## config.mk

```make
export PLATFORM = sky130hd
export DESIGN_NAME = wb_replay_ctrl
export DESIGN_NICKNAME = d
export VERILOG_FILES = /design/src/rtl/wbr_pkg.sv /design/src/rtl/wbr_line_table.sv /design/src/rtl/wbr_stall_buf.sv /design/src/rtl/wbr_replay_pick.sv /design/src/rtl/wb_replay_ctrl.sv
export SDC_FILE = /design/constraint.sdc
export NUM_CORES = 1
export LEC_CHECK = 0
export BUFFER_PORTS_ARGS = -buffer_cell sky130_fd_sc_hd__buf_2
export CELL_PAD_IN_SITES_DETAIL_PLACEMENT = 1
export CELL_PAD_IN_SITES_GLOBAL_PLACEMENT = 2
export CORE_MARGIN = 5
export CORE_UTILIZATION = 35
export DETAILED_ROUTE_END_ITERATION = 10
export MAX_ROUTING_LAYER = met4
export PLACE_DENSITY_LB_ADDON = 0.1
export REMOVE_ABC_BUFFERS = 1
export SETUP_SLACK_MARGIN = 0.02
export SLEW_MARGIN = 5
export SYNTH_ARGS = -nofsm -noshare
export SYNTH_HDL_FRONTEND = slang
export SYNTH_HIERARCHICAL = 1
export SYNTH_SLANG_ARGS = --single-unit
export TNS_END_PERCENT = 1
```

## constraint.sdc

```tcl
create_clock -name clk -period 9.7 [get_ports clk]
set_clock_uncertainty 0.05 [all_clocks]
set_input_delay 0.485 -clock clk [delete_from_list [all_inputs] [get_ports clk]]
set_output_delay 0.485 -clock clk [all_outputs]
set_load 0.01 [all_outputs]
```

## src/rtl/wbr_pkg.sv

```systemverilog
package wbr_pkg;
  typedef enum logic [1:0] {
    OP_LOAD   = 2'd0,
    OP_STORE  = 2'd1,
    OP_ATOMIC = 2'd2,
    OP_RSVD   = 2'd3
  } op_e;

  typedef enum logic [1:0] {
    LN_CLEAN = 2'd0,
    LN_DIRTY = 2'd1,
    LN_WBACK = 2'd2,
    LN_UNUSED = 2'd3
  } lstate_e;
endpackage

```

## src/rtl/wbr_line_table.sv

```systemverilog
module wbr_line_table
  import wbr_pkg::*;
#(
  parameter int NUM_LINES = 8,
  parameter int LINE_W    = 3,
  parameter int DATA_W    = 16
) (
  input  logic                 clk,
  input  logic                 rst,
  input  logic [LINE_W-1:0]    rd_line,
  output lstate_e              rd_state,
  output logic [DATA_W-1:0]    rd_data,
  input  logic                 wr_en,
  input  logic [LINE_W-1:0]    wr_line,
  input  lstate_e              wr_state,
  input  logic                 wr_data_en,
  input  logic [DATA_W-1:0]    wr_data,
  input  logic                 ack_valid,
  input  logic [LINE_W-1:0]    ack_line,
  output logic [NUM_LINES-1:0] wb_vec
);
  lstate_e           state_q [NUM_LINES];
  logic [DATA_W-1:0] data_q  [NUM_LINES];

  assign rd_state = state_q[rd_line];
  assign rd_data  = data_q[rd_line];

  for (genvar g = 0; g < NUM_LINES; g++) begin : g_wb
    assign wb_vec[g] = (state_q[g] == LN_WBACK);
  end

  // The request path and the acknowledgement never touch the same line in
  // one cycle: the request path writes only lines not in write-back, and
  // the acknowledgement acts only on lines in write-back.
  always_ff @(posedge clk) begin
    if (rst) begin
      for (int i = 0; i < NUM_LINES; i++) begin
        state_q[i] <= LN_CLEAN;
        data_q[i]  <= '0;
      end
    end else begin
      if (wr_en) begin
        state_q[wr_line] <= wr_state;
        if (wr_data_en) data_q[wr_line] <= wr_data;
      end
      if (ack_valid && (state_q[ack_line] == LN_WBACK))
        state_q[ack_line] <= LN_CLEAN;
    end
  end
endmodule

```

## src/rtl/wbr_stall_buf.sv

```systemverilog
module wbr_stall_buf
  import wbr_pkg::*;
#(
  parameter int BUF_DEPTH = 4,
  parameter int LINE_W    = 3,
  parameter int ID_W      = 4,
  parameter int DATA_W    = 16,
  parameter int IDX_W     = 2,
  parameter int CNT_W     = 3
) (
  input  logic                            clk,
  input  logic                            rst,
  input  logic                            push,
  input  op_e                             push_op,
  input  logic [LINE_W-1:0]               push_line,
  input  logic [ID_W-1:0]                 push_id,
  input  logic [DATA_W-1:0]               push_data,
  input  logic                            pop,
  input  logic [IDX_W-1:0]                pop_idx,
  input  logic [IDX_W-1:0]                rd_idx,
  output op_e                             rd_op,
  output logic [LINE_W-1:0]               rd_line,
  output logic [ID_W-1:0]                 rd_id,
  output logic [DATA_W-1:0]               rd_data,
  output logic [BUF_DEPTH-1:0]            ent_valid,
  output logic [BUF_DEPTH-1:0][LINE_W-1:0] ent_line,
  output logic [CNT_W-1:0]                count,
  output logic                            full
);
  op_e               op_q   [BUF_DEPTH];
  logic [LINE_W-1:0] line_q [BUF_DEPTH];
  logic [ID_W-1:0]   id_q   [BUF_DEPTH];
  logic [DATA_W-1:0] data_q [BUF_DEPTH];
  logic [CNT_W-1:0]  cnt_q;

  assign count   = cnt_q;
  assign full    = (cnt_q == CNT_W'(BUF_DEPTH));
  assign rd_op   = op_q[rd_idx];
  assign rd_line = line_q[rd_idx];
  assign rd_id   = id_q[rd_idx];
  assign rd_data = data_q[rd_idx];

  for (genvar g = 0; g < BUF_DEPTH; g++) begin : g_ent
    assign ent_valid[g] = (CNT_W'(g) < cnt_q);
    assign ent_line[g]  = line_q[g];
  end

  // Arrival order is kept by position: index 0 is the oldest entry.
  // Removal closes the gap by shifting younger entries down one slot.
  always_ff @(posedge clk) begin
    if (rst) begin
      cnt_q <= '0;
    end else if (pop) begin
      for (int i = 0; i < BUF_DEPTH - 1; i++) begin
        if (i >= int'(pop_idx)) begin
          op_q[i]   <= op_q[i+1];
          line_q[i] <= line_q[i+1];
          id_q[i]   <= id_q[i+1];
          data_q[i] <= data_q[i+1];
        end
      end
      cnt_q <= cnt_q - 1'b1;
    end else if (push && !full) begin
      op_q[cnt_q[IDX_W-1:0]]   <= push_op;
      line_q[cnt_q[IDX_W-1:0]] <= push_line;
      id_q[cnt_q[IDX_W-1:0]]   <= push_id;
      data_q[cnt_q[IDX_W-1:0]] <= push_data;
      cnt_q <= cnt_q + 1'b1;
    end
  end
endmodule

```

## src/rtl/wbr_replay_pick.sv

```systemverilog
module wbr_replay_pick #(
  parameter int BUF_DEPTH = 4,
  parameter int NUM_LINES = 8,
  parameter int LINE_W    = 3,
  parameter int IDX_W     = 2
) (
  input  logic [BUF_DEPTH-1:0]             ent_valid,
  input  logic [BUF_DEPTH-1:0][LINE_W-1:0] ent_line,
  input  logic [NUM_LINES-1:0]             wb_vec,
  output logic                             hit,
  output logic [IDX_W-1:0]                 idx
);
  logic [BUF_DEPTH-1:0] elig;

  for (genvar g = 0; g < BUF_DEPTH; g++) begin : g_elig
    assign elig[g] = ent_valid[g] && !wb_vec[ent_line[g]];
  end

  // Lowest eligible index is the oldest request whose line is usable.
  always_comb begin
    hit = 1'b0;
    idx = '0;
    for (int i = BUF_DEPTH - 1; i >= 0; i--) begin
      if (elig[i]) begin
        hit = 1'b1;
        idx = IDX_W'(i);
      end
    end
  end
endmodule

```

## src/rtl/wb_replay_ctrl.sv

```systemverilog
module wb_replay_ctrl
  import wbr_pkg::*;
#(
  parameter int NUM_LINES = 8,
  parameter int BUF_DEPTH = 4,
  parameter int ID_W      = 4,
  parameter int DATA_W    = 16,
  localparam int LINE_W   = (NUM_LINES > 1) ? $clog2(NUM_LINES) : 1,
  localparam int IDX_W    = (BUF_DEPTH > 1) ? $clog2(BUF_DEPTH) : 1,
  localparam int CNT_W    = $clog2(BUF_DEPTH + 1)
) (
  input  logic              clk,
  input  logic              rst,
  input  logic              req_valid,
  output logic              req_ready,
  input  logic [1:0]        req_op,
  input  logic [LINE_W-1:0] req_line,
  input  logic [ID_W-1:0]   req_id,
  input  logic [DATA_W-1:0] req_data,
  output logic              mem_valid,
  output logic              mem_wb,
  output logic [LINE_W-1:0] mem_line,
  output logic [ID_W-1:0]   mem_id,
  output logic [DATA_W-1:0] mem_data,
  input  logic              wb_ack_valid,
  input  logic [LINE_W-1:0] wb_ack_line,
  input  logic              atom_rsp_valid,
  input  logic [ID_W-1:0]   atom_rsp_id,
  input  logic [DATA_W-1:0] atom_rsp_data,
  output logic              rsp_valid,
  output logic              rsp_atomic,
  output logic [ID_W-1:0]   rsp_id,
  output logic [DATA_W-1:0] rsp_data
);
  // Stall buffer signals
  op_e                              buf_op;
  logic [LINE_W-1:0]                buf_line;
  logic [ID_W-1:0]                  buf_id;
  logic [DATA_W-1:0]                buf_data;
  logic [BUF_DEPTH-1:0]             ent_valid;
  logic [BUF_DEPTH-1:0][LINE_W-1:0] ent_line;
  logic [CNT_W-1:0]                 buf_count;
  logic                             buf_full;
  logic                             buf_push;
  logic                             buf_pop;

  // Replay selection
  logic                             pick_hit;
  logic [IDX_W-1:0]                 pick_idx;

  // Line table signals
  lstate_e                          p_state;
  logic [DATA_W-1:0]                line_data;
  logic [NUM_LINES-1:0]             wb_vec;
  logic                             tbl_wr;
  lstate_e                          tbl_state;
  logic                             tbl_data_en;

  // Request being processed this cycle
  logic                             sel_replay;
  logic                             take_req;
  logic                             proc_en;
  op_e                              p_op;
  logic [LINE_W-1:0]                p_line;
  logic [ID_W-1:0]                  p_id;
  logic [DATA_W-1:0]                p_data;

  // Decisions
  logic                             do_park;
  logic                             do_load_rsp;
  logic                             do_fwd_atomic;
  logic                             do_writeback;

  wbr_stall_buf #(
    .BUF_DEPTH(BUF_DEPTH), .LINE_W(LINE_W), .ID_W(ID_W),
    .DATA_W(DATA_W), .IDX_W(IDX_W), .CNT_W(CNT_W)
  ) u_buf (
    .clk(clk), .rst(rst),
    .push(buf_push), .push_op(p_op), .push_line(p_line),
    .push_id(p_id), .push_data(p_data),
    .pop(buf_pop), .pop_idx(pick_idx), .rd_idx(pick_idx),
    .rd_op(buf_op), .rd_line(buf_line), .rd_id(buf_id), .rd_data(buf_data),
    .ent_valid(ent_valid), .ent_line(ent_line),
    .count(buf_count), .full(buf_full)
  );

  wbr_replay_pick #(
    .BUF_DEPTH(BUF_DEPTH), .NUM_LINES(NUM_LINES),
    .LINE_W(LINE_W), .IDX_W(IDX_W)
  ) u_pick (
    .ent_valid(ent_valid), .ent_line(ent_line), .wb_vec(wb_vec),
    .hit(pick_hit), .idx(pick_idx)
  );

  wbr_line_table #(
    .NUM_LINES(NUM_LINES), .LINE_W(LINE_W), .DATA_W(DATA_W)
  ) u_tbl (
    .clk(clk), .rst(rst),
    .rd_line(p_line), .rd_state(p_state), .rd_data(line_data),
    .wr_en(tbl_wr), .wr_line(p_line), .wr_state(tbl_state),
    .wr_data_en(tbl_data_en), .wr_data(p_data),
    .ack_valid(wb_ack_valid), .ack_line(wb_ack_line), .wb_vec(wb_vec)
  );

  // Arbitration: memory results first, then replay, then new requests.
  // A new request is held off while any parked entry is eligible so that
  // it cannot overtake an older request to the same line.
  assign sel_replay = !atom_rsp_valid && pick_hit;
  assign req_ready  = !atom_rsp_valid && !pick_hit && !buf_full;
  assign take_req   = req_valid && req_ready;
  assign proc_en    = sel_replay || take_req;

  assign p_op   = sel_replay ? buf_op   : op_e'(req_op);
  assign p_line = sel_replay ? buf_line : req_line;
  assign p_id   = sel_replay ? buf_id   : req_id;
  assign p_data = sel_replay ? buf_data : req_data;

  always_comb begin
    do_park       = 1'b0;
    do_load_rsp   = 1'b0;
    do_fwd_atomic = 1'b0;
    do_writeback  = 1'b0;
    tbl_wr        = 1'b0;
    tbl_state     = p_state;
    tbl_data_en   = 1'b0;
    buf_pop       = 1'b0;
    if (proc_en) begin
      if (p_state == LN_WBACK) begin
        do_park = 1'b1;
      end else begin
        unique case (p_op)
          OP_STORE: begin
            tbl_wr      = 1'b1;
            tbl_state   = LN_DIRTY;
            tbl_data_en = 1'b1;
            buf_pop     = sel_replay;
          end
          OP_ATOMIC: begin
            if (p_state == LN_DIRTY) begin
              do_writeback = 1'b1;
              tbl_wr       = 1'b1;
              tbl_state    = LN_WBACK;
              do_park      = 1'b1;
            end else begin
              do_fwd_atomic = 1'b1;
              buf_pop       = sel_replay;
            end
          end
          default: begin
            do_load_rsp = 1'b1;
            buf_pop     = sel_replay;
          end
        endcase
      end
    end
  end

  // A replayed entry that must wait again simply stays where it is.
  assign buf_push = do_park && !sel_replay;

  always_ff @(posedge clk) begin
    if (rst) begin
      rsp_valid  <= 1'b0;
      rsp_atomic <= 1'b0;
      rsp_id     <= '0;
      rsp_data   <= '0;
      mem_valid  <= 1'b0;
      mem_wb     <= 1'b0;
      mem_line   <= '0;
      mem_id     <= '0;
      mem_data   <= '0;
    end else begin
      rsp_valid  <= atom_rsp_valid || do_load_rsp;
      rsp_atomic <= atom_rsp_valid;
      if (atom_rsp_valid) begin
        rsp_id   <= atom_rsp_id;
        rsp_data <= atom_rsp_data;
      end else if (do_load_rsp) begin
        rsp_id   <= p_id;
        rsp_data <= line_data;
      end
      mem_valid <= do_writeback || do_fwd_atomic;
      mem_wb    <= do_writeback;
      if (do_writeback || do_fwd_atomic) begin
        mem_line <= p_line;
        mem_id   <= p_id;
        mem_data <= do_writeback ? line_data : p_data;
      end
    end
  end
endmodule

```

==> impl_metrics.env, run 1 <==
export IMPL_holdCritPathClass="in -> reg"
export IMPL_cts_sink_count=294
export IMPL_fin_crit_ns=7.02
export IMPL_routed_wl_mm=44.8
export IMPL_dp_hpwl_mm=28.9
export IMPL_dieArea_mm2=0.0467
export IMPL_combPwrFrac_pct=37.7
export IMPL_p_leak_nw=6.59
export IMPL_fin_cells=1687
export IMPL_ctsResizeCount=0
export IMPL_grt_pass1_vias=10184
export IMPL_hold_buffers=0
export IMPL_reg2reg_from="u_tbl/state_q[1][1]"
export IMPL_finalHoldViolations=0
export IMPL_maxCapViolCount=0
export IMPL_async_flop_share_pct=0
export IMPL_finalSetupViolCount=0
export IMPL_drcViolationCount=0
export IMPL_drt_iter0_drc=664
export IMPL_cp_slowest_cell="nand2b_2"
export IMPL_drt_pass1_iterations=7
export IMPL_synth_area_top_cells="edfxtp_1 46%, dfxtp_1 8.9%, mux2_2 8.2%, mux4_2 7.6%, and3_1 5.4%"
export IMPL_clkPwrFrac_pct=27.5
export IMPL_cts_max_level=2
export IMPL_rr_worst_depth=18
export IMPL_portBuffers=100
export IMPL_max_freq_ghz=0.142
export IMPL_synth_common_cells="228 x edfxtp_1, 129 x and3_1, 108 x mux2_2"
export IMPL_dr_total_vias=9594
export IMPL_ys_seq_elements=294
export IMPL_syn_inst=1050
export IMPL_gp_congestion=0.816
export IMPL_cts_buffers=36
export IMPL_synth_top_area_share_pct=46.1
export IMPL_cp_start_kind="flop"
export IMPL_relSlewSlack_pct=30.2
export IMPL_final_area_mm2=0.0168
export IMPL_slew_violations=0
export IMPL_rows=75
export IMPL_dp_cells=1622
export IMPL_rsz0062_at_grt="no"
export IMPL_p_sw_mw=1.69
export IMPL_dpl_cell_area_mm2=0.0157
export IMPL_required_ns=9.84
export IMPL_track_usage_pct=19.4
export IMPL_ir_worst_vdd_v=0.000127
export IMPL_synth_edf_count=228
export IMPL_overflow=0
export IMPL_antenna_found_initial=0
export IMPL_slowest_delay_ns=0.78
export IMPL_status="completed"
export IMPL_yosys_cell_types_count=65
export IMPL_cp_cell_sequence="nor2b_1 -> mux2i_1 -> mux4_2 -> a2bb2oi_1 -> nand2_1 -> nand2b_2 -> mux2_2 -> buf_4 -> mux4_2 -> mux2_2 -> nand2b_1 -> nor3b_1 -> buf_4 -> nor3b_4 -> nand3_2 -> buf_4 -> o21ai_2 -> buf_4"
export IMPL_final_antenna_net_count=0
export IMPL_internal_power_mw=2.93
export IMPL_die_y_um=216
export IMPL_worstMarginPinSlew_ns=1.05
export IMPL_yosysWarningCount=6
export IMPL_path_common_cell="buf_4"
export IMPL_ys_seq_area_share_pct=54.9
export IMPL_reg2reg_to="u_buf/id_q[0][0]"
export IMPL_die_x_um=216
export IMPL_syn_area_mm2=0.0149
export IMPL_synth_main_ff_cell="edfxtp_1"
export IMPL_avgRoutedWirePerCell_um=26.6
export IMPL_start_util_pct=35.4
export IMPL_crit_end="u_buf/id_q[0][0]"
export IMPL_yosysMostFrequentCell="edfxtp_1"
export IMPL_timing_hold_ws_ns=0.168
export IMPL_crit_arrival_ns=7.16
export IMPL_syn_area_per_cell_um2=14.2
export IMPL_swShare_pct=36.6
export IMPL_fin_crit_sh_pct=72.4
export IMPL_via_per_inst=5.69
export IMPL_drive_gt1_share_pct=33.3
export IMPL_power_frac_seq_pct=34.8
export IMPL_crit_path_start="u_tbl/state_q[1][1]"
export IMPL_synth_area_leader_cell="edfxtp_1"
export IMPL_cts_setup_buffers=0
export IMPL_power_density_mw_per_mm2=275
export IMPL_crit_fanout=39
export IMPL_report_power_total_mw=4.62
export IMPL_syn_to_final_growth_pct=13.3
export IMPL_root_buffer="clkbuf_16"
export IMPL_core_area_mm2=0.0419
export IMPL_clk_pin_slew_ns=0.06
export IMPL_crit_type="reg -> reg"
export IMPL_cts_tree="done"
export IMPL_worst_skew_pair_late_latency_ns=0.53
export IMPL_grt_max_degree=64
export IMPL_finalSetupTns_ns=0
export IMPL_r2r_slack_ns=2.68
export IMPL_clockBufferDepth=3
export IMPL_end_kind="flop"
export IMPL_ioPinCount=101
export IMPL_grt_pass1_wl_mm=67.2
export IMPL_final_nets=1182
power groups by stage:
stage | clock network [mW] | registers, mW | logic [mW]
4_1_cts | 1.31 | 1.61 | 1.79
3_3_place_gp | 0 | 1.63 | 1.77
6_report | 1.27 | 1.61 | 1.74
5_1_grt | 1.37 | 1.62 | 1.88
3_5_place_dp | 0 | 1.64 | 1.78
2_1_floorplan | 0 | 1.64 | 1.08
cells by family after synthesis:
family | after synthesis | share of synthesized area [%]
AOI/OAI and AO/OA | 160 | 7.95
adders and majority gates | 8 | 0.673
buffers and inverters | 113 | 4.12
DFF | 294 | 54.9
muxes | 205 | 21.2
and+or+nand+nor | 270 | 11.1
routing by layer:
layer | routed length (um) | up-vias | global-route usage, %
met5 | 0 | - | -
met4 | 1040 | 0 | 5.34
met3 | 1750 | 63 | 2.83
met2 | 21700 | 232 | 31.7
met1 | 20300 | 4949 | 25.7
li1 | - | 4350 | -
per-stage QoR:
| step | setup slack (ns) | util, % |
|---|---|---|
| after floorplan | 0.145 | - |
| after global placement | 2.70 | 37.5 |
| after detailed placement | 2.54 | 37.5 |
| after CTS | 2.52 | 40.1 |
| after global routing | 2.22 | 40.1 |
| final | 2.68 | 40.1 |
area by class of cell:
cell class / instances / area [um^2]
clock buffers: 44 / 952
repair buffers: 129 / 718
inverters: 17 / 63.8
well taps: 539 / 674
clock inverters: 20 / 150
flip-flops and latches: 294 / 8170
fillers: 4312 / 25100
diodes: 1 / 2.50
multi-input cells: 643 / 6110
state kept, by name (all words and copies together), names as in the netlist:
signal / cells
rsp_valid: 1
mem_data: 16
u_buf/line_q: 12
u_buf/count: 3
mem_wb: 1
u_tbl/state_q: 16
u_buf/id_q: 16
mem_line: 3
rsp_id: 4
u_buf/data_q: 64
mem_id: 4
u_buf/op_q: 8
rsp_atomic: 1
rsp_data: 16
u_tbl/data_q: 128
mem_valid: 1
worst min-delay path by stage:
| stage | startpoint | to | depth (start not counted) |
|---|---|---|---|
| 6_report | atom_rsp_data[14] | rsp_data[14] | 3 |
| 4_1_cts | atom_rsp_data[14] | rsp_data[14] | 3 |
| 2_1_floorplan | rsp_data[0] | rsp_data[0] | 2 |
| 3_5_place_dp | rsp_data[7] | rsp_data[7] | 2 |
| 5_1_grt | atom_rsp_data[11] | rsp_data[11] | 3 |
| 3_3_place_gp | rsp_data[12] | rsp_data[12] | 2 |
worst max-delay path, delay by kind of cell, from the launching register on:
family	cells	cell delay, ns
AO/OA/AOI/OAI	2	0.47
multiplexers	5	2.04
buffers and inverters	4	1.51
AND/OR/NAND/NOR	7	2.21
flip-flops	1	0.39
placed cells by master, fill, tap and decap left out, types with 11 or more instances in the layout:
master / count
clkbuf_16: 37
buf_4: 29
mux2_4: 11
buf_2: 100
nand2_1: 24
nand3_1: 16
mux2i_1: 18
a22oi_1: 28
nor2b_1: 11
o21ai_0: 17
dfxtp_1: 66
a2111o_1: 16
inv_1: 16
mux4_2: 50
a21oi_1: 42
o2111ai_1: 16
mux4_1: 16
nor2_1: 23
and3_1: 128
edfxtp_1: 228
nor3_1: 22
mux2_2: 108
Note: power is estimated with default switching activity, not from simulation.
==> run 2, diff against run 1 <==
Clock period 9.7 ns to 6.9 ns, I/O delays scaled along.
==> run 2 against run 1 <==
Effect of this change: hold slack worse by 0.13 ns; sequential power rose by 41%; die area unchanged; non-clock buffer count grew 10; power grew 41%; register-to-register slack worse by 1.8 ns; wire length rose by 0.76%; global-route usage grew 0.22 points; critical path depth fell by 3; fmax increased by 16%; final area increased by 0.85%; critical path type unchanged; largest cell class unchanged; highest routed layer unchanged.
==> impl_metrics.env, run 2 (synthesis gave the netlist of run 1 again) <==
export IMPL_grt_pass1_vias=10341
export IMPL_cts_buffers=36
export IMPL_clk_pin_slew_ns=0.05
export IMPL_fin_crit_ns=6.07
export IMPL_cts_setup_buffers=0
export IMPL_routed_wl_mm=45.1
export IMPL_start_util_pct=35.4
export IMPL_status="completed"
export IMPL_via_per_inst=5.66
export IMPL_core_area_mm2=0.0419
export IMPL_top_regs="u_tbl/data_q (128), u_buf/data_q (64)"
export IMPL_cts_tree="done"
export IMPL_slew_violations=0
export IMPL_regMostFlops="u_tbl/data_q"
export IMPL_dr_total_vias=9618
export IMPL_holdCritPathClass="in -> reg"
export IMPL_crit_fanout=16
export IMPL_finalHoldViolations=0
export IMPL_clockBufferDepth=3
export IMPL_syn_to_final_growth_pct=14.2
export IMPL_root_buffer="clkbuf_16"
export IMPL_power_density_mw_per_mm2=385
export IMPL_avgRoutedWirePerCell_um=26.6
export IMPL_drt_iter0_drc=480
export IMPL_dpl_cell_area_mm2=0.0159
export IMPL_cts_max_level=2
export IMPL_final_antenna_net_count=0
export IMPL_relSlewSlack_pct=28.2
export IMPL_ioPinCount=101
export IMPL_rsz0062_at_grt="no"
export IMPL_finalSetupViolCount=0
export IMPL_finalWorstSetupSlack_ns=0.832
export IMPL_post_place_ws_ns=0.777
export IMPL_end_kind="flop"
export IMPL_dp_hpwl_mm=29.0
export IMPL_gp_congestion=0.789
export IMPL_die_x_um=216
export IMPL_antenna_found_initial=0
export IMPL_grt_max_degree=59
export IMPL_finalSetupTns_ns=0
export IMPL_final_area_mm2=0.0170
export IMPL_grt_pass1_wl_mm=68.1
export IMPL_drive_gt1_share_pct=33.7
export IMPL_final_nets=1192
export IMPL_cp_start_kind="flop"
export IMPL_crit_type="reg -> reg"
export IMPL_dieArea_mm2=0.0467
export IMPL_overflow=0
export IMPL_crit_arrival_ns=6.16
export IMPL_largest_register_ffs=128
export IMPL_cts_sink_count=294
export IMPL_track_usage_pct=19.7
export IMPL_final_common_cell="edfxtp_1"
export IMPL_required_ns=7.00
export IMPL_p_leak_nw=6.65
export IMPL_worst_skew_pair_late_latency_ns=0.54
export IMPL_mostFrequentLayoutCells="228 x edfxtp_1, 128 x and3_1, 108 x mux2_2, 100 x buf_2, 66 x dfxtp_1"
export IMPL_fin_crit_sh_pct=87.9
export IMPL_drt_pass1_iterations=5
export IMPL_max_freq_ghz=0.165
export IMPL_ir_worst_vdd_v=0.000191
export IMPL_rows=75
export IMPL_maxCapViolCount=0
export IMPL_portBuffers=100
export IMPL_drcViolationCount=0
export IMPL_worstMarginPinSlew_ns=1.08
export IMPL_die_y_um=216
export IMPL_final_util_pct=40.5
## run 2: power breakdown
group	switching (mW)	internal [mW]
clock	0.774	1.02
sequential	0.105	2.16
combinational	1.54	0.922
total	2.42	4.11
## run 2: layout make-up
type	instances	area [um^2]
diodes	1	2.50
clock buffers	50	963
clock inverters	16	140
fillers	4303	25000
inverters	17	63.8
multi-input cells	643	6110
flip-flops and latches	294	8170
well taps	539	674
repair buffers	139	861
## run 2: final timing paths
path / start / end / slack, ns / depth (start not counted)
hold / removal: atom_rsp_id[0] / rsp_id[0] / 0.04 / 3
setup reg to reg: u_tbl/state_q[6][0] / u_tbl/data_q[5][14] / 0.83 / 15
setup / recovery: u_tbl/state_q[6][0] / u_tbl/data_q[5][14] / 0.83 / 15
hold reg to reg: rsp_data[12] / rsp_data[12] / 0.42 / 2
## run 2: repair_timing
action,4_1_cts,5_1_grt
hold buffers,2,0
hold endpoints to repair,2,0
gates resized for setup,0,0
## run 2: metrics by stage
| step | power, mW | hold slack [ns] | std cells |
|---|---|---|---|
| floorplan | 3.81 | 0.362 | 954 |
| global placement | 4.80 | 0.402 | 1630 |
| detailed placement | 4.82 | 0.412 | 1630 |
| CTS | 6.64 | 0.00792 | 1698 |
| global route | 6.88 | 0.0286 | 1698 |
| finish | 6.53 | 0.0401 | 1699 |
## run 2: per-layer routing
metal | routed length, um | GRT usage (%)
met3 | 1860 | 2.93
met1 | 20500 | 26.2
met2 | 21900 | 32.4
met5 | 0 | -
met4 | 811 | 4.11
## run 2: worst max-delay path, cell delays in order (launching register included)
cell      delay [ns]
dfxtp_1         0.42
nor2b_1         0.14
mux4_2          0.49
mux2i_1         0.26
nand2_1         0.12
a22oi_2         0.27
mux4_2          0.53
mux2_2          0.39
mux4_4          0.60
mux2_2          0.37
nor2b_1         0.12
o21ai_0         0.08
a211oi_1        0.41
or3b_4          0.47
nor2_1          0.15
a21o_1          0.79
